File: config.mk
export PLATFORM = sky130hd
export DESIGN_NAME = uart_fifo_trig_ctrl
export DESIGN_NICKNAME = d
export VERILOG_FILES = /design/src/rtl/uftc_pkg.sv /design/src/rtl/uftc_fifo.sv /design/src/rtl/uftc_trig_sel.sv /design/src/rtl/uftc_rdy_ctrl.sv /design/src/rtl/uart_fifo_trig_ctrl.sv
export SDC_FILE = /design/constraint.sdc
export NUM_CORES = 1
export LEC_CHECK = 0
export BUFFER_PORTS_ARGS = -buffer_cell sky130_fd_sc_hd__buf_4
export CAP_MARGIN = 10
export CELL_PAD_IN_SITES_DETAIL_PLACEMENT = 2
export CELL_PAD_IN_SITES_GLOBAL_PLACEMENT = 2
export CORE_MARGIN = 2
export CORE_UTILIZATION = 51
export DETAILED_ROUTE_END_ITERATION = 10
export GPL_ROUTABILITY_DRIVEN = 0
export PLACE_DENSITY = 0.88
export SLEW_MARGIN = 40
export SYNTH_ARGS = -nofsm -noshare
export SYNTH_HDL_FRONTEND = slang
export SYNTH_SLANG_ARGS = --single-unit
File: constraint.sdc
create_clock -name clk -period 5.6 [get_ports clk]
set_input_delay 0.28 -clock clk [delete_from_list [all_inputs] [get_ports clk]]
set_output_delay 0.28 -clock clk [all_outputs]
set_load 0.005 [all_outputs]
File: src/rtl/uftc_pkg.sv
package uftc_pkg;

  typedef struct packed {
    logic       fifo_en;
    logic       dma_multi;
    logic [1:0] rx_code;
    logic [1:0] tx_code;
  } uftc_ctl_t;

  function automatic logic [7:0] rx_code_level(input logic [1:0] code);
    logic [7:0] lvl;
    case (code)
      2'd0:    lvl = 8'd8;
      2'd1:    lvl = 8'd16;
      2'd2:    lvl = 8'd24;
      default: lvl = 8'd28;
    endcase
    return lvl;
  endfunction

  function automatic logic [7:0] tx_code_level(input logic [1:0] code);
    logic [7:0] lvl;
    case (code)
      2'd0:    lvl = 8'd16;
      2'd1:    lvl = 8'd8;
      2'd2:    lvl = 8'd24;
      default: lvl = 8'd30;
    endcase
    return lvl;
  endfunction

endpackage

File: src/rtl/uftc_fifo.sv
module uftc_fifo #(
  parameter int DEPTH = 32,
  parameter int DW    = 8,
  parameter int CW    = $clog2(DEPTH + 1)
) (
  input  logic          clk,
  input  logic          rst_n,
  input  logic          flush,
  input  logic          push,
  input  logic [DW-1:0] push_data,
  input  logic          pop,
  output logic [DW-1:0] head,
  output logic [CW-1:0] count,
  output logic          ovf,
  output logic          udf
);
  localparam int AW = (DEPTH > 1) ? $clog2(DEPTH) : 1;
  localparam logic [AW-1:0] LAST = AW'(DEPTH - 1);
  localparam logic [CW-1:0] FULL = CW'(DEPTH);

  logic [DW-1:0] mem [DEPTH];
  logic [AW-1:0] wr_ptr_q, wr_ptr_d, rd_ptr_q, rd_ptr_d;
  logic [CW-1:0] cnt_q, cnt_d;
  logic          ovf_q, ovf_d, udf_q, udf_d;
  logic          full, empty, do_push, do_pop;

  always_comb begin
    full     = (cnt_q == FULL);
    empty    = (cnt_q == '0);
    do_push  = push && !full && !flush;
    do_pop   = pop && !empty && !flush;
    ovf_d    = push && full && !flush;
    udf_d    = pop && empty && !flush;
    wr_ptr_d = wr_ptr_q;
    rd_ptr_d = rd_ptr_q;
    cnt_d    = cnt_q;
    if (flush) begin
      wr_ptr_d = '0;
      rd_ptr_d = '0;
      cnt_d    = '0;
    end else begin
      if (do_push) wr_ptr_d = (wr_ptr_q == LAST) ? '0 : wr_ptr_q + 1'b1;
      if (do_pop)  rd_ptr_d = (rd_ptr_q == LAST) ? '0 : rd_ptr_q + 1'b1;
      case ({do_push, do_pop})
        2'b10:   cnt_d = cnt_q + 1'b1;
        2'b01:   cnt_d = cnt_q - 1'b1;
        default: cnt_d = cnt_q;
      endcase
    end
  end

  always_ff @(posedge clk or negedge rst_n) begin
    if (!rst_n) begin
      wr_ptr_q <= '0;
      rd_ptr_q <= '0;
      cnt_q    <= '0;
      ovf_q    <= 1'b0;
      udf_q    <= 1'b0;
    end else begin
      wr_ptr_q <= wr_ptr_d;
      rd_ptr_q <= rd_ptr_d;
      cnt_q    <= cnt_d;
      ovf_q    <= ovf_d;
      udf_q    <= udf_d;
    end
  end

  always_ff @(posedge clk) begin
    if (do_push) mem[wr_ptr_q] <= push_data;
  end

  assign head  = mem[rd_ptr_q];
  assign count = cnt_q;
  assign ovf   = ovf_q;
  assign udf   = udf_q;

  assert_count_bound_R3: assert property (@(posedge clk) disable iff (!rst_n)
    count <= FULL);
  assert_push_pop_even_R3: assert property (@(posedge clk) disable iff (!rst_n)
    (push && pop && !flush && !full && !empty) |=> $stable(count));
  assert_no_overflow_R4: assert property (@(posedge clk) disable iff (!rst_n)
    (push && !pop && full && !flush) |=> (ovf && count == FULL));
  assert_no_underflow_R4: assert property (@(posedge clk) disable iff (!rst_n)
    (pop && !push && empty && !flush) |=> (udf && count == '0));
  assert_flush_empty_R5: assert property (@(posedge clk) disable iff (!rst_n)
    flush |=> (count == '0 && !ovf && !udf));

endmodule

File: src/rtl/uftc_trig_sel.sv
module uftc_trig_sel #(
  parameter int LW = 8
) (
  input  logic          clk,
  input  logic          rst_n,
  input  logic          lvl_wr,
  input  logic [1:0]    lvl_sel,
  input  logic [LW-1:0] lvl_wdata,
  input  logic [1:0]    rx_code,
  input  logic [1:0]    tx_code,
  output logic [LW-1:0] rx_trig,
  output logic [LW-1:0] tx_trig
);
  import uftc_pkg::*;
  localparam int NREG = 4;

  logic [LW-1:0] lvl_q [NREG];
  logic [NREG-1:0] nz;
  logic            override;

  for (genvar i = 0; i < NREG; i++) begin : g_lvl
    logic [LW-1:0] lvl_d;
    logic          we;
    always_comb begin
      we    = lvl_wr && (lvl_sel == 2'(i));
      lvl_d = we ? lvl_wdata : lvl_q[i];
    end
    always_ff @(posedge clk or negedge rst_n) begin
      if (!rst_n) lvl_q[i] <= '0;
      else        lvl_q[i] <= lvl_d;
    end
    assign nz[i] = |lvl_q[i];
  end

  always_comb begin
    override = |nz;
    if (override) begin
      rx_trig = lvl_q[0];
      tx_trig = lvl_q[1];
    end else begin
      rx_trig = LW'(rx_code_level(rx_code));
      tx_trig = LW'(tx_code_level(tx_code));
    end
  end

  assert_override_rx_R9: assert property (@(posedge clk) disable iff (!rst_n)
    (lvl_wr && lvl_sel == 2'd0 && lvl_wdata != '0) |=> (rx_trig == $past(lvl_wdata)));

endmodule

File: src/rtl/uftc_rdy_ctrl.sv
module uftc_rdy_ctrl #(
  parameter int DEPTH = 32,
  parameter int CW    = $clog2(DEPTH + 1),
  parameter int LW    = 8,
  parameter bit IS_TX = 1'b0
) (
  input  logic          clk,
  input  logic          rst_n,
  input  logic          multi,
  input  logic [CW-1:0] count,
  input  logic [LW-1:0] trig,
  input  logic          kick,
  output logic          rdy_n
);
  logic hold_q, hold_d;
  logic lvl_met, at_release, idle_rdy_n, set_now, act_now;

  if (IS_TX) begin : g_tx
    logic [31:0] free;
    always_comb begin
      free       = 32'(DEPTH) - 32'(count);
      lvl_met    = free >= 32'(trig);
      at_release = (32'(count) == 32'(DEPTH));
      idle_rdy_n = (count != '0);
    end
  end else begin : g_rx
    always_comb begin
      lvl_met    = 32'(count) >= 32'(trig);
      at_release = (count == '0);
      idle_rdy_n = (count == '0);
    end
  end

  always_comb begin
    set_now = (lvl_met || kick) && !at_release;
    act_now = set_now || (hold_q && !at_release);
    hold_d  = multi && act_now;
    rdy_n   = multi ? !act_now : idle_rdy_n;
  end

  always_ff @(posedge clk or negedge rst_n) begin
    if (!rst_n) hold_q <= 1'b0;
    else        hold_q <= hold_d;
  end

  if (IS_TX) begin : g_tx_chk
    assert_tx_full_high_R11: assert property (@(posedge clk) disable iff (!rst_n)
      (multi && 32'(count) == 32'(DEPTH)) |-> rdy_n);
    assert_tx_hold_R11: assert property (@(posedge clk) disable iff (!rst_n)
      (multi && !rdy_n) |=> (!multi || 32'(count) == 32'(DEPTH) || !rdy_n));
  end else begin : g_rx_chk
    assert_rx_hold_R10: assert property (@(posedge clk) disable iff (!rst_n)
      (multi && !rdy_n) |=> (!multi || count == '0 || !rdy_n));
    assert_rx_empty_high_R10: assert property (@(posedge clk) disable iff (!rst_n)
      (count == '0) |-> rdy_n);
  end

endmodule

File: src/rtl/uart_fifo_trig_ctrl.sv
module uart_fifo_trig_ctrl #(
  parameter int DEPTH = 32,
  parameter int DW    = 8,
  parameter int LW    = 8,
  parameter int CW    = $clog2(DEPTH + 1)
) (
  input  logic          clk,
  input  logic          rst_n,
  input  logic          ctl_wr,
  input  logic [7:0]    ctl_wdata,
  input  logic          lvl_wr,
  input  logic [1:0]    lvl_sel,
  input  logic [LW-1:0] lvl_wdata,
  input  logic          rx_push,
  input  logic [DW-1:0] rx_push_data,
  input  logic          rx_pop,
  output logic [DW-1:0] rx_head,
  input  logic          tx_push,
  input  logic [DW-1:0] tx_push_data,
  input  logic          tx_pop,
  output logic [DW-1:0] tx_head,
  input  logic          rx_timeout,
  output logic [CW-1:0] rx_count,
  output logic [CW-1:0] tx_count,
  output logic          rx_rdy_n,
  output logic          tx_rdy_n,
  output logic          rx_ovf,
  output logic          rx_udf,
  output logic          tx_ovf,
  output logic          tx_udf
);
  import uftc_pkg::*;

  logic [1:0] rst_pipe_q;
  logic       rst_sync_n;

  always_ff @(posedge clk or negedge rst_n) begin
    if (!rst_n) rst_pipe_q <= 2'b00;
    else        rst_pipe_q <= {rst_pipe_q[0], 1'b1};
  end
  assign rst_sync_n = rst_pipe_q[1];

  uftc_ctl_t     ctl_q, ctl_d;
  logic          rx_flush, tx_flush, multi;
  logic [LW-1:0] rx_trig, tx_trig;

  always_comb begin
    ctl_d = ctl_q;
    if (ctl_wr) begin
      ctl_d.fifo_en   = ctl_wdata[0];
      ctl_d.dma_multi = ctl_wdata[3];
      ctl_d.tx_code   = ctl_wdata[5:4];
      ctl_d.rx_code   = ctl_wdata[7:6];
    end
    rx_flush = (ctl_wr && ctl_wdata[1]) || !ctl_q.fifo_en;
    tx_flush = (ctl_wr && ctl_wdata[2]) || !ctl_q.fifo_en;
    multi    = ctl_q.fifo_en && ctl_q.dma_multi;
  end

  always_ff @(posedge clk or negedge rst_sync_n) begin
    if (!rst_sync_n) ctl_q <= '0;
    else             ctl_q <= ctl_d;
  end

  uftc_fifo #(.DEPTH(DEPTH), .DW(DW), .CW(CW)) rx_fifo_i (
    .clk(clk), .rst_n(rst_sync_n), .flush(rx_flush),
    .push(rx_push), .push_data(rx_push_data), .pop(rx_pop),
    .head(rx_head), .count(rx_count), .ovf(rx_ovf), .udf(rx_udf)
  );

  uftc_fifo #(.DEPTH(DEPTH), .DW(DW), .CW(CW)) tx_fifo_i (
    .clk(clk), .rst_n(rst_sync_n), .flush(tx_flush),
    .push(tx_push), .push_data(tx_push_data), .pop(tx_pop),
    .head(tx_head), .count(tx_count), .ovf(tx_ovf), .udf(tx_udf)
  );

  uftc_trig_sel #(.LW(LW)) trig_i (
    .clk(clk), .rst_n(rst_sync_n), .lvl_wr(lvl_wr), .lvl_sel(lvl_sel),
    .lvl_wdata(lvl_wdata), .rx_code(ctl_q.rx_code), .tx_code(ctl_q.tx_code),
    .rx_trig(rx_trig), .tx_trig(tx_trig)
  );

  uftc_rdy_ctrl #(.DEPTH(DEPTH), .CW(CW), .LW(LW), .IS_TX(1'b0)) rx_rdy_i (
    .clk(clk), .rst_n(rst_sync_n), .multi(multi), .count(rx_count),
    .trig(rx_trig), .kick(rx_timeout), .rdy_n(rx_rdy_n)
  );

  uftc_rdy_ctrl #(.DEPTH(DEPTH), .CW(CW), .LW(LW), .IS_TX(1'b1)) tx_rdy_i (
    .clk(clk), .rst_n(rst_sync_n), .multi(multi), .count(tx_count),
    .trig(tx_trig), .kick(1'b0), .rdy_n(tx_rdy_n)
  );

  assert_disabled_empty_R2: assert property (@(posedge clk) disable iff (!rst_sync_n)
    !ctl_q.fifo_en |=> (rx_count == '0 && tx_count == '0));
  assert_tx_flush_R6: assert property (@(posedge clk) disable iff (!rst_sync_n)
    (ctl_wr && ctl_wdata[2]) |=> (tx_count == '0));
  assert_idle_rx_R12: assert property (@(posedge clk) disable iff (!rst_sync_n)
    (!multi && rx_count != '0) |-> !rx_rdy_n);

endmodule

==> flow_results.org, run 1 <==
** Critical path
- The worst setup path is captured at an output pin.
- On the critical path, the stage with the largest delay is an instance of a2111oi_1.
- Across all register-to-register paths, the minimum setup slack is 1.19 ns.
- The critical path is of the flip-flop to output pin type.
- Crit path buf inv count :: 2
- For this run, the slowest stage of the critical path takes roughly 0.73 ns.
- Category of cells accounting for the largest share of critical-path delay :: compound AO/OA/AOI/OAI gates
- Chain of cells forming the critical path :: inv_1 > ha_1 > nor4b_1 > nor2_1 > ha_1 > a2111oi_1 > o211ai_1 > and4b_1 > a21oi_1 > buf_4
- Signal arrival time at the worst endpoint :: approximately 4.2 ns
- Critical Path Most Common Cell :: ha_1
- Data required time of the critical path :: ~5.3 ns
- Maximum fanout along the worst path :: 8
- Kind of start point of the critical path :: flip-flop

** Power
- The share of total power dissipated in sequential elements is 0.504.
- VDD sags by at most around 0.39 mV.
- Summed over all cells, the static leakage comes to 9.07 nW.
- Switching component of the power :: between 2 and 2.5 mW
- The share of total power dissipated in the clock network is 0.439.
- Int Pwr :: 7.44 mW
- Power comes to around 10 mW.
- Sw Ratio :: 0.240
- Power density cells :: approximately 350 nW/um2
- Of the total power, combinational logic draws 0.058.

** CTS
- After clock tree synthesis, the clock-pin slew on the worst setup and hold paths is around 0.07 ns.
- TritonCTS created 60 clock buffers.
- For the worst-skew pair, the clock arrives at the later sink with an insertion delay of around 0.64 ns.
- CTS tree :: built
- Maximum buffer depth of the clock tree :: 3
- Post_cts resized :: 0
- Number of H-tree levels :: 2
- The clock net in this run drives a total of 590 sinks.
- CTS Root Cell :: clkbuf_16

** Floorplanning
- The die is approximately 220 um wide.
- After floorplanning, the core was sized to cover 47400 um2.
- The floorplan step set the die height to 223 um.
- The die covers about 50000 um2.
- # IOs :: 77
- Placement Rows :: 80
- The initial utilization of the core area, before any placement, comes to 0.513.

** Global routing
- The via count of the first global-routing pass was around 16000.
- The total overflow left after global routing is 0.
- GRT Overall Usage :: 0.374
- Entering global routing, the biggest net connects 68 pins.
- Global-route wire length before repair :: about 130 mm
- Number of antenna violations at the first check in global routing :: 6

** STA
- Final Hold Fails :: 0
- Final min period :: ~4.5 ns
- Final max-slew violation count :: 0
- At the pin with the least slew margin, the transition time is ~0.9 ns.
- Final hold analysis gives a worst-case slack of between 0.02 and 0.025 ns.
- Adding up every negative setup slack in the final design gives 0 ns.
- Normalized max-slew margin :: 0.387
- Unrepaired setup endpoints after global routing :: no
- Timing would allow up to around 220 MHz.
- Setup violations remaining at the end of the flow were counted as 0.
- The worst path meets setup with 1.08 ns of slack.
- Final worst path period share :: 0.807
- Between clock sinks in the finished design, the worst skew comes to around 0.024 ns.

** Logic synthesis
- Syn. warnings :: 0
- edfxtp_1 takes more of the synthesized area than any other cell.
- The share of the Yosys chip area taken by registers is 0.712.
- In this run, synthesis produced a sequential element count of a little under 600.
- Synth Cell Area :: 24400 um2
- Counting distinct cell types in the post-synthesis netlist gives 60.
- The number of nets handed over by synthesis was 1542.
- The synthesized design contains just over 500 enable-type register cells.
- For this run, the leading register cell type out of synthesis is edfxtp_1.
- In the synthesized netlist, the number of instances is 1458.
- Of all flip-flops after synthesis, the portion carrying an async set or reset was 0.132.
- After synthesis, the cell types taking the most area are edfxtp_1 63%, dfrtp_1 8.0%, mux4_2 5.9%.
- Post-synth top area share :: 0.631
- Mean area per synthesized cell :: 16.7 um2

** Finish
- Area occupied by multi-input gates :: 6760 um2
- Storage element area :: between 15000 and 20000 um2
- Compared with the post-synthesis result, the final layout area differs by 14.2%.
- Leaving out fill and tap cells, the most frequent cells in the layout are 512 x edfxtp_1, 128 x mux2i_1, 82 x buf_4.
- Leading cell type in the layout, fill and taps excluded :: edfxtp_1
- Of the cells placed in the final design, the portion with a size suffix greater than 1 is 0.224.
- The filler cells instantiated in the layout total between 3000 and 4000.
- After the last flow step, the layout net total stands at roughly 1600.

** Hold path
- Worst min-delay path category :: input pin to flip-flop

** Run status
- The flow ran to the end, and the final reports show no timing, DRC or antenna violations.

** Routing
- Detailed-route wire length per cell :: approximately 42 um
- WL final :: 93.8 mm
- Antenna Violating Nets Remaining :: 0
- Dividing the detail-routed via count by the number of cells gives 7.05.
- DRC viols :: 0
- Starting DRC count in detailed routing :: ~2000
- Routed vias :: ~16000
- The first TritonRoute pass finished after 7 iterations.

** Place
- Detailed placement finished with a half-perimeter wire length of between 50 and 60 mm.
- At the placement stage, the worst setup path has a slack of about 1.6 ns.
- Buffers placed on the I/O ports in this run total 76.

** Run
- Max-cap violations :: 0
[synth_stat cells (22+ instances only)]
library cell    n
edfxtp_1      512
mux2i_1       128
nor2_1        114
dfrtp_1        78
mux4_2         64
nand2_1        54
a21oi_1        52
nand3_1        42
a22oi_1        40
ha_1           39
mux2_2         36
clkbuf_1       22
[cell type report]
| class | count | area share |
|---|---|---|
| multi-input combinational | 778 | 0.243 |
| clock inverter | 33 | 0.0120 |
| clock buffer | 78 | 0.0594 |
| antenna | 2 | 0.000180 |
| tap | 615 | 0.0277 |
| timing repair buffer | 104 | 0.0313 |
| sequential | 590 | 0.624 |
| inverter | 20 | 0.00270 |
[worst paths after layout]
kind                                          from                    end  cells past startpoint
worst max-delay path            tx_fifo_i.count[0]               tx_rdy_n                     10
worst min-delay path                        tx_pop          tx_fifo_i.udf                      3
worst max register to register            ctl_q[5]     rx_fifo_i.count[5]                     11
worst min register to register       rst_pipe_q[1]  tx_fifo_i.wr_ptr_q[4]                      0
max in group asynchronous            rst_pipe_q[1]  tx_fifo_i.rd_ptr_q[1]                      1
min in group asynchronous            rst_pipe_q[1]  tx_fifo_i.wr_ptr_q[4]                      0
[stage by stage]
step,instance area [um2],util,std cells
after global routing,27800,0.586,2219
after floorplan,24400,-,1458
final,27800,0.586,2220
after CTS,27700,0.583,2218
after detailed placement,25500,0.537,2089
after global placement,25400,0.535,2086
[kinds of logic (layout without fill, tap and decap cells)]
logic type / Yosys count / after routing / synth area share
simple gates: 302 / 302 / 0.0614
mux: 228 / 228 / 0.128
fa+ha+maj: 41 / 41 / 0.0217
buf+inv: 90 / 235 / 0.0176
flops: 590 / 590 / 0.712
compound gates: 193 / 193 / 0.0545
other cells: 1 / 3 / 0.000154
xor+xnor: 13 / 13 / 0.00468
[state kept, by name (all words and copies together) (netlist names), 2 cells and up]
signal,cells
ctl_q,6
rst_pipe_q,2
rx_fifo_i.count,6
rx_fifo_i.mem,256
rx_fifo_i.rd_ptr_q,5
rx_fifo_i.wr_ptr_q,5
trig_i.lvl_q,32
tx_fifo_i.count,6
tx_fifo_i.mem,256
tx_fifo_i.rd_ptr_q,5
tx_fifo_i.wr_ptr_q,5
[routing by layer]
metal	global-route usage	vias up	wire length [um]	part of all wire
met5	0	-	13	0.00014
met4	0.134	2	3710	0.040
met3	0.0629	238	7190	0.077
met2	0.638	1100	47100	0.50
met1	0.486	8382	35900	0.38
li1	-	5939	-	-
[power groups by stage]
stage	Clock, mW	Combinational (mW)	Sequential (mW)
final	4.30	0.565	4.93
after global routing	4.42	0.587	4.94
after CTS	4.26	0.550	4.93
after detailed placement	0	0.508	5.01
after global placement	0	0.430	5.01
after floorplan	0	0.273	4.98
[tightest hold or removal path: stages]
cell and delay (ns):
buf_4 0.13, nand2_1 0.10, nor3_1 0.10
[repair_timing]
item	CTS	global route
hold buffers	18	0
endpoints found under the hold margin	42	0
setup buffers	0	0
Note: power is estimated with default switching activity, not from simulation.
==> run 2, diff against run 1 <==
Settings changed: ABC_AREA set to 1, CORE_UTILIZATION 51 to 38, PLACE_DENSITY 0.88 to 0.79.
Clock period 5.6 ns to 3.7 ns, I/O delays scaled along.
==> run 2 against run 1 <==
Highest routed layer is now met4. Power grew 50%. Worst hold slack gained 0.024 ns. Critical path type unchanged. Core utilization fell by 14 points.
==> flow_results.org, run 2 <==
** Logic synthesis
- The fraction of registers with async set/reset was 0.132 (unchanged).
- Area contributors post-synth: edfxtp_1 61%, nand2_1 8.9%, dfrtp_1 7.7% (was edfxtp_1 63%, dfrtp_1 8.0%, mux4_2 5.9%).
- The share of the synthesized area in the top cell type came to 0.608 (was 0.631).
- EDFF count, synth :: 512 (unchanged)
- The flop and latch count out of synthesis was 590 (unchanged).
- The net count after synthesis came to 2421 (was 1542).
- Synth Cell Area :: 25300 um2 (was 24400 um2)
- The most frequent cell after synthesis is nand2_1 (was edfxtp_1).
- Cell variety after synth :: 36 (was 60)
- Sequential cell area fraction in the yosys report :: 0.685 (was 0.712)
- The main flop type after synthesis is edfxtp_1 (unchanged).
- Leading post-synthesis cells by instance count :: 598 x nand2_1, 512 x edfxtp_1, 314 x nor2_1, 294 x nand3_1, 173 x o21ai_0 (was 512 x edfxtp_1, 128 x mux2i_1, 114 x nor2_1, 78 x dfrtp_1, 64 x mux4_2)
- Count of mapped cells out of synthesis :: 2337 (was 1458)
- Mean area per synthesized cell :: 10.8 um2 (was 16.7 um2)
- The count of synthesis-stage warnings from yosys was 0 (unchanged).
- The library cell occupying the most area in the post-synthesis netlist is edfxtp_1 (unchanged).

** Global routing
- Number of antenna violations at the first check in global routing :: 0 (was 6)
- Vias in the first global route :: 20700 (was 16400)
- The largest net degree at the start of global routing is 131 (was 68).
- Global-route wire length before repair :: 130 mm (about the same)
- Grt total ovfl :: 0 (unchanged)
- GRT Overall Usage :: 0.253 (was 0.374)

** Critical path
- Kind of critical path :: flip-flop to output pin (unchanged)
- Critical path endpoint category :: output pin (unchanged)
- The data required time at the worst endpoint is 3.51 ns (was 5.32 ns).
- The stage delay of the slowest cell on the critical path came to 0.38 ns (was 0.73 ns).
- Crit path buf inv count :: 2 (unchanged)
- Slowest library cell on the worst path :: dfrtp_1 (was a2111oi_1)
- Kind of start point of the critical path :: flip-flop (unchanged)
- Critical Path Most Common Cell :: nand2_1 (was ha_1)
- The critical path arrival came to 3.25 ns (was 4.24 ns).
- Chain of cells forming the critical path: or2_2 > nor3_1 > nand2_1 > nor3_1 > nor2_1 > ha_1 > nand2_1 > inv_1 > nand2_1 > nand2_1 > nand2_1 > nand4_1 > nand2_1 > nand2_1 > nor2_1 > buf_4 (was inv_1 > ha_1 > nor4b_1 > nor2_1 > ha_1 > a2111oi_1 > o211ai_1 > and4b_1 > a21oi_1 > buf_4).
- The maximum net fanout on the critical path came to 3 (was 8).
- Category of cells accounting for the largest share of critical-path delay :: simple AND/OR/NAND/NOR gates (was compound AO/OA/AOI/OAI gates)

** CTS
- Number of H-tree levels :: 3 (was 2)
- Num Clock Sinks :: 590 (unchanged)
- CTS Root Cell :: clkbuf_16 (unchanged)
- Clock latency on the worst-skew pair :: 0.62 ns (was 0.64 ns)
- Maximum buffer depth of the clock tree :: 3 (unchanged)
- CTS tree :: built (unchanged)
- The count of buffers added by post-CTS timing repair for setup came to 0 (unchanged).
- Clock-pin transition on the worst setup and hold timing paths :: 0.06 ns (was 0.07 ns)
- Num CTS Buffers :: 66 (was 60)

** Routing
- The wire length reported by the detailed router is 86.0 mm (was 93.8 mm).
- The total number of vias was 18500 (was 15700).
- The number of violations reported at the end of detailed-routing iteration 0 was 1580 (was 1971).
- The number of iterations in the first detailed-routing pass was 5 (was 7).
- Antenna Violating Nets Remaining :: 0 (unchanged)
- DR vias/cell :: 5.54 (was 7.05)
- DRC viols :: 0 (unchanged)
- The wire length per cell was 25.8 um (was 42.3 um).

** STA
- The total setup violations reported at the end of the flow was 0 (unchanged).
- The total negative setup slack is 0 ns (unchanged).
- Final min period :: 3.43 ns
- Final Hold Fails :: 0 (unchanged)
- Final worst clock skew :: 0.0334 ns (was 0.0239 ns)
- Normalized max-slew margin :: 0.423 (was 0.387)
- In the finished design, the share of the clock period the worst path needs comes to 0.928.
- Unrepaired setup endpoints after global routing :: no (unchanged)
- The pin slew with the least headroom to its limit is 0.862 ns (was 0.897 ns).
- The count of pins over their slew limit is 0 (unchanged).
- Fmax achieved :: between 200 and 300 MHz

** Power
- Combinational cell fraction of total power :: 0.049 (was 0.058)
- The worst supply voltage drop on vdd came to 0.283 mV (was 0.388 mV).
- Sw Ratio :: 0.230 (was 0.240)
- The power per unit of standard cell area is 503 nW/um2 (was 352 nW/um2).
- Proportion of power drawn by flip-flops and latches :: 0.503 (was 0.504)
- Clock share of power :: 0.448 (was 0.439)
- The internal portion of total power came to 11.3 mW (was 7.44 mW).
- Switching component of the power :: 3.38 mW (was 2.35 mW)
- The total leakage power came to 11.0 nW (was 9.07 nW).

** Floorplanning
- The number of standard-cell rows in the floorplan was 94 (was 80).
- The floorplan die area was 68600 um2 (was 49500 um2).
- # IOs :: 77 (unchanged)
- Die boundary width :: 262 um (was 223 um)
- The die outline height was 262 um (was 223 um).
- Initial standard-cell utilization of the core :: 0.384 (was 0.513)
- Placeable core region :: 65900 um2 (was 47400 um2)

** Finish
- Share of cells above drive strength 1 :: 0.0937 (was 0.224)
- Largest registers in the final layout: rx_fifo_i.mem x256, tx_fifo_i.mem x256, trig_i.lvl_q x32 (unchanged).
- The post-route standard cell area excluding fillers was 29200 um2 (was 27800 um2).
- The fill cell total of the finished layout is 6734 (was 3978).
- Syn-to-layout area delta :: 15.4% (was 14.2%)
- Total inserted antenna cells :: 0 (was 2)
- Leading cell types in the layout, fill and taps excluded :: 598 x nand2_1, 512 x edfxtp_1, 303 x nor2_1 (was 512 x edfxtp_1, 128 x mux2i_1, 82 x buf_4)
- Leading cell type in the layout, fill and taps excluded :: nand2_1 (was edfxtp_1)
- Post-layout nets :: 2507 (was 1638)

** Hold path
- Worst min-delay path category :: input pin to flip-flop (unchanged)

** Place
- The port buffer count was 76 (unchanged).
- The sum of net half-perimeters after detailed placement came to 51.3 mm (was 55.1 mm).
- The standard cell area after detailed placement was 26600 um2 (was 25500 um2).

** Run status
- Run status: finished clean (unchanged).

** Run
- The reported max-cap violation count is 0 (unchanged).
-- run 2: cell types whose count changed in the layout (fill, tap and decap cells not counted), moves of 72 or more --
| cell | before | now |
|---|---|---|
| nor2_1 | 58 | 303 |
| o21ai_0 | 20 | 173 |
| mux2i_1 | 128 | 0 |
| nand2_1 | 54 | 598 |
| nand3_1 | 42 | 294 |
| inv_1 | 20 | 92 |
-- run 2: area by class of cell --
class / count / area, um2 / area share
flip-flops and latches: 590 / 17300 / 0.594
multi-input cells: 1529 / 7060 / 0.242
clock buffers: 85 / 1840 / 0.0630
repair buffers: 136 / 1180 / 0.0404
well taps: 864 / 1080 / 0.0371
inverters: 100 / 380 / 0.0130
clock inverters: 35 / 299 / 0.0103
-- run 2: cell families (layout without fill, tap and decap cells) --
family | after synthesis | in the layout | synth area share
other cells | 1 | 1 | 0.000148
fa+ha+maj | 41 | 41 | 0.0209
buf+inv | 218 | 356 | 0.0371
xor+xnor | 15 | 15 | 0.00520
compound gates | 233 | 233 | 0.0490
mux | 2 | 2 | 0.000891
simple gates | 1237 | 1237 | 0.202
flops | 590 | 590 | 0.685
-- run 2: worst paths after layout --
| check | end | depth (start not counted) | slack, ns | startpoint |
|---|---|---|---|---|
| setup / recovery | rx_rdy_n | 16 | 0.27 | trig_i.lvl_q[31] |
| hold / removal | rx_rdy_i.hold_q | 5 | 0.05 | rx_timeout |
| min in group asynchronous | tx_fifo_i.count[5] | 0 | 0.18 | rst_pipe_q[1] |
| hold reg to reg | tx_fifo_i.count[5] | 0 | 0.18 | rst_pipe_q[1] |
| max in group asynchronous | rx_fifo_i.wr_ptr_q[1] | 2 | 2.61 | rst_pipe_q[1] |
| setup reg to reg | tx_fifo_i.mem[18][1] | 9 | 0.44 | tx_fifo_i.count[0] |
-- run 2: power groups by stage --
stage	logic (mW)	registers, mW	clock network [mW]
finish	0.713	7.38	6.58
global route	0.791	7.39	6.88
CTS	0.701	7.39	6.68
detailed placement	0.658	7.53	0
global placement	0.608	7.52	0
floorplan	0.321	7.51	0
-- run 2: tightest hold or removal path, cell delays in order --
cell	delay (ns)
buf_4	0.11
inv_1	0.05
nand4_1	0.08
nand2_1	0.09
a21oi_1	0.08
-- run 2: repair_timing --
item                                    in CTS  in global routing
hold buffers                                33                  0
gates resized for setup                      0                  3
endpoints found under the setup margin       0                  2
hold endpoints to repair                    47                  0
-- run 2: stage by stage --
step	hold WS [ns]	power [mW]	util	setup slack, ns	cells
CTS	0.0139	14.8	0.442	0.0733	3338
floorplan	-0.111	7.83	-	1.14	2337
global placement	-0.0319	8.13	0.405	0.780	3185
finish	0.0468	14.7	0.443	0.266	3339
global route	0.0443	15.1	0.443	0.0155	3339
detailed placement	-0.0316	8.19	0.405	0.426	3185
-- run 2: per-layer routing --
metal,wire length [um],vias up,track usage
met4,2610,0,0.0920
met2,44300,516,0.448
met1,35300,9644,0.320
met5,0,-,0
met3,3820,148,0.0294
li1,-,8189,-
